[src/rtl/lvlirq_pkg.sv]
package lvlirq_pkg;
  typedef struct packed {
    logic wrMask;
    logic wrFlag;
    logic rdMask;
    logic rdFlag;
  } regStrobe_t;
endpackage

[src/rtl/lvlirq_ctrl_unit.sv]
module lvlirq_ctrl_unit
  import lvlirq_pkg::*;
#(
  parameter int ADDR_W = 4,
  parameter logic [ADDR_W-1:0] MASK_OFS = 4'h4,
  parameter logic [ADDR_W-1:0] FLAG_OFS = 4'hC
) (
  input  logic              busWrEn,
  input  logic              busRdEn,
  input  logic [ADDR_W-1:0] busAddr,
  output regStrobe_t        strobe
);
  logic hitMask, hitFlag;

  always_comb begin
    hitMask       = (busAddr == MASK_OFS);
    hitFlag       = (busAddr == FLAG_OFS);
    strobe.wrMask = busWrEn & hitMask;
    strobe.wrFlag = busWrEn & hitFlag;
    strobe.rdMask = busRdEn & hitMask;
    strobe.rdFlag = busRdEn & hitFlag;
  end
endmodule

[src/rtl/lvlirq_datapath.sv]
module lvlirq_datapath
  import lvlirq_pkg::*;
#(
  parameter int DATA_W      = 16,
  parameter int N_OUT       = 4,
  parameter int SYNC_STAGES = 2,
  parameter logic [DATA_W-1:0] LEVEL_SEL = 16'h7FFE,
  parameter logic [DATA_W-1:0] EDGE_SEL  = 16'h8000,
  parameter logic [N_OUT*DATA_W-1:0] ROUTE = {16'h6386, 16'h1C00, 16'h0050, 16'h0028}
) (
  input  logic              clk,
  input  logic              rst_n,
  input  regStrobe_t        strobe,
  input  logic [DATA_W-1:0] wrData,
  input  logic [DATA_W-1:0] reqN,
  output logic [DATA_W-1:0] rdData,
  output logic [N_OUT-1:0]  irqOut
);
  localparam logic [DATA_W-1:0] LIVE_BITS = LEVEL_SEL | EDGE_SEL;

  logic [DATA_W-1:0] syncQ [SYNC_STAGES];
  logic [DATA_W-1:0] reqLow, prevLow, fallEvt, evtVec, keepVec, flagNext;
  logic [DATA_W-1:0] flagQ, maskQ, liveVec;

  // input synchroniser chain, idle state is high
  always_ff @(posedge clk or negedge rst_n) begin
    if (!rst_n) begin
      for (int s = 0; s < SYNC_STAGES; s++) syncQ[s] <= '1;
      prevLow <= '0;
    end else begin
      syncQ[0] <= reqN;
      for (int s = 1; s < SYNC_STAGES; s++) syncQ[s] <= syncQ[s-1];
      prevLow <= reqLow;
    end
  end

  always_comb begin
    reqLow   = ~syncQ[SYNC_STAGES-1];
    fallEvt  = reqLow & ~prevLow & EDGE_SEL;
    evtVec   = (reqLow & LEVEL_SEL) | fallEvt;
    keepVec  = strobe.wrFlag ? wrData : '1;
    flagNext = ((flagQ & keepVec) | evtVec) & LIVE_BITS;
    liveVec  = flagQ & ~maskQ;
  end

  always_ff @(posedge clk or negedge rst_n) begin
    if (!rst_n) begin
      flagQ <= '0;
      maskQ <= '1;
    end else begin
      flagQ <= flagNext;
      if (strobe.wrMask) maskQ <= wrData;
    end
  end

  for (genvar k = 0; k < N_OUT; k++) begin : g_route
    always_ff @(posedge clk or negedge rst_n) begin
      if (!rst_n) irqOut[k] <= 1'b0;
      else        irqOut[k] <= |(liveVec & ROUTE[k*DATA_W +: DATA_W]);
    end
  end

  always_comb begin
    if (strobe.rdMask)      rdData = maskQ;
    else if (strobe.rdFlag) rdData = flagQ;
    else                    rdData = '0;
  end


  mask_load_chk: assert property (@(posedge clk) disable iff (!rst_n)
    strobe.wrMask |=> maskQ == $past(wrData));


  flag_clear_chk: assert property (@(posedge clk) disable iff (!rst_n)
    strobe.wrFlag |=> ((flagQ & ~$past(wrData) & ~$past(evtVec)) == '0));


  flag_source_chk: assert property (@(posedge clk) disable iff (!rst_n)
    1'b1 |=> ((flagQ & ~$past(flagQ) & ~$past(evtVec)) == '0));


  edge_latch_chk: assert property (@(posedge clk) disable iff (!rst_n)
    (fallEvt != '0) |=> ((flagQ & $past(fallEvt)) == $past(fallEvt)));


  all_masked_chk: assert property (@(posedge clk) disable iff (!rst_n)
    (&maskQ) |=> (irqOut == '0));
endmodule

[src/rtl/lvlirq_ctrl.sv]
module lvlirq_ctrl
  import lvlirq_pkg::*;
#(
  parameter int DATA_W = 16,
  parameter int ADDR_W = 4,
  parameter int N_OUT  = 4
) (
  input  logic              clk,
  input  logic              rst_n,
  input  logic [ADDR_W-1:0] busAddr,
  input  logic              busWrEn,
  input  logic              busRdEn,
  input  logic [DATA_W-1:0] busWrData,
  output logic [DATA_W-1:0] busRdData,
  input  logic [DATA_W-1:0] reqN,
  output logic [N_OUT-1:0]  irqOut
);
  regStrobe_t strobe;

  lvlirq_ctrl_unit #(.ADDR_W(ADDR_W)) ctrl_i (
    .busWrEn (busWrEn),
    .busRdEn (busRdEn),
    .busAddr (busAddr),
    .strobe  (strobe)
  );

  lvlirq_datapath #(.DATA_W(DATA_W), .N_OUT(N_OUT)) dp_i (
    .clk    (clk),
    .rst_n  (rst_n),
    .strobe (strobe),
    .wrData (busWrData),
    .reqN   (reqN),
    .rdData (busRdData),
    .irqOut (irqOut)
  );
endmodule

[config.mk]
export PLATFORM = sky130hd
export DESIGN_NAME = lvlirq_ctrl
export DESIGN_NICKNAME = d
export VERILOG_FILES = /design/src/rtl/lvlirq_pkg.sv /design/src/rtl/lvlirq_ctrl_unit.sv /design/src/rtl/lvlirq_datapath.sv /design/src/rtl/lvlirq_ctrl.sv
export SDC_FILE = /design/constraint.sdc
export NUM_CORES = 1
export LEC_CHECK = 0
export ABC_CLOCK_PERIOD_IN_PS = 3600
export BUFFER_PORTS_ARGS = -buffer_cell sky130_fd_sc_hd__buf_4
export CORE_AREA = 2 2 107 83
export DETAILED_ROUTE_END_ITERATION = 6
export DIE_AREA = 0 0 109 85
export PLACE_DENSITY = 0.55
export SYNTH_ARGS = -nofsm -noshare
export SYNTH_HDL_FRONTEND = slang
export SYNTH_SLANG_ARGS = --single-unit
export TNS_END_PERCENT = 20
[constraint.sdc]
create_clock -name clk -period 3.6 [get_ports clk]
set_input_delay 0.72 -clock clk [delete_from_list [all_inputs] [get_ports clk]]
set_output_delay 0.72 -clock clk [all_outputs]
set_load 0.02 [all_outputs]
==> reports/qor.yml <==
io_pins: 60
worst-slew-pin-transition_ns: 0.946
synth_top_family_by_area: "compound AO/OA/AOI/OAI gates"
dieArea_um2: 9270
area.growth.synth_to_final_pct: 31.5
wl_per_cell_um: 14.4
place_hpwl_um: 3260
post_cts_resized: 0
placed_area_um2: 2990
cts.sinks: 66
max_slew_margin_pct: 36.9
yosysWarnings: 0
initial_core_util_pct: 29.5
tritoncts: "yes"
synth_xor_area_share_pct: 0
yosys.area_share.simple_pct: 5.20
period_needed_ns: 2.84
cts-root-buf: "clkbuf_8"
finalHoldViolations: 0
layout-drive-gt1-share_pct: 60.3
route.detailed.drc: 0
cp-start-kind: "primary input"
multiInputGateArea_um2: 623
postSynth.asyncResetShare_pct: 100
numPortBuffers: 58
drt_iter0_drc: 45
yosysSeqAreaShare_pct: 70.3
first_pass_iters: 4
final_cell_area_um2: 3200
ctsLongestPathBuffers: 2
antenna_found_initial: 0
ctsHtreeMaxLevel: 3
ys_ff_latch: 66
num_rows: 29
hp-class: "reg -> reg"
vias: 1494
status: "finished clean"
vdd_drop_max_mv: 0.208
grt_max_degree: 67
syn_inst: 162
synth_edf_count: 0
power.leakage_uw: 0.00141
critical_path_class: "in -> out"
cap_violations: 0
synth.distinct_cells: 25
regArea_um2: 1710
coreArea_um2: 8240
ys.flop_type: "dfstp_2"
synthMuxAreaShare_pct: 8.95
arrival_ns: 2.12
min_period_over_period_pct: 79.0
die_h_um: 85
synth_compound_area_share_pct: 11.5
grtUsageTotal_pct: 11.9
post-route-util_pct: 38.8
synth_area_um2: 2430
fmaxAchievable_ghz: 0.352
synth_area_per_cell_um2: 15.0
syn_nets: 202
grt_pass1_wl_um: 8030
die_x_um: 109
drt_wl_total_um: 4920
n_fill_cell: 799
synth-adder-area-share_pct: 0
cts_setup_buffers: 0
antenna_cells: 0
grt_overflow: 0
grt_pass1_vias: 1624
cp-end-kind: "primary output"
path_max_fanout: 16
cts_made_buffers: 9
fin_nets: 269
ant_nets: 0
hold_buffers: 0
clock_latency_ns: 0.34
finalSetupViolations: 0
routabilityCongestion: 0.704
drv_slew: 0
vias_per_cell: 4.37
clk_pin_slew_ns: 0.06
setup-tns-final_ns: 0
skew_ns: 0.00648
grt_setup_unrepaired: "false"
required_ns: 2.88
powerDensity_nw_per_um2: 538
==> final cells by class <==
type,instances,share of cell area [%]
flip-flops and latches,66,53.4
multi-input cells,76,19.5
repair buffers,63,14.8
well taps,108,4.22
clock buffers,11,4.11
clock inverters,5,2.46
inverters,13,1.53
==> routing by layer <==
layer  global-route usage (%)  up-vias  wire (µm)
met4                     5.01        0         78
li1                         -      704          -
met2                     17.6       44       2190
met5                        0        -          0
met1                     15.6      738       2340
met3                     4.76        8        307
==> report_power, final <==
part	switching, µW	internal (µW)	leakage (µW)
Combinational	71.6	101	0.000641
Clock	267	389	0.000107
Sequential	38.7	853	0.000665
==> registers in the layout, summed over array words and instances (netlist names) <==
name	cells
dp_i.flagQ	15
dp_i.prevLow	1
dp_i.maskQ	16
dp_i.irqOut	4
dp_i.syncQ	30
==> per-stage QoR <==
step	hold slack, ns	cells	setup WS [ns]	power (µW)
2_1_floorplan	0.345	162	0.745	991
3_3_place_gp	0.345	326	0.757	1070
3_5_place_dp	0.347	326	0.763	1080
4_1_cts	0.357	342	0.755	1750
5_1_grt	0.355	342	0.674	1810
6_report	0.355	342	0.757	1720
==> cells in the final DEF (no fill, tap or decap), types with 8 or more instances in the layout <==
master / count
buf_4: 63
dfstp_2: 46
dfrtp_1: 20
a22o_1: 15
inv_1: 13
mux2_4: 10
clkbuf_8: 9
nand2_1: 8
o31ai_1: 8
o21ai_0: 8
==> cells by family (layout without fill, tap and decap cells) <==
| family | count (synthesis) | after routing |
|---|---|---|
| AND/OR/NAND/NOR | 23 | 23 |
| multiplexers | 16 | 16 |
| buffers and inverters | 20 | 92 |
| AO/OA/AOI/OAI | 37 | 37 |
| flip-flops | 66 | 66 |
==> critical path, cell delays in order <==
cell and delay (ns):
buf_4 0.11, or3b_2 0.49, nor3b_2 0.18, buf_4 0.26, a22o_1 0.21, buf_4 0.15
==> synth_stat cells (2+ instances only) <==
cell      number  area share [%]
dfstp_2       46              50
dfrtp_1       20              21
a22o_1        15             5.4
inv_1         13             2.0
mux2_4        10             6.2
nand2_1        8             1.2
o21ai_0        8             1.6
o31ai_1        8             2.5
nor3_1         7             1.4
mux2_2         6             2.8
clkbuf_1       4            0.62
nand2b_1       2            0.51
o22ai_1        2            0.51
or3b_1         2            0.72
==> path summary, 6_finish.rpt <==
path,slack (ns),from,cells past startpoint,endpoint
worst min register to register,0.36,dp_i.syncQ[21],0,dp_i.syncQ[5]
worst max-delay path,0.76,busAddr[1],6,busRdData[1]
min in group asynchronous,0.48,rst_n,1,dp_i.flagQ[8]
worst min-delay path,0.36,dp_i.syncQ[21],0,dp_i.syncQ[5]
worst max register to register,2.39,dp_i.maskQ[14],3,dp_i.irqOut[3]
max in group asynchronous,2.61,rst_n,1,dp_i.irqOut[1]
(Power assumes the default switching activity.)
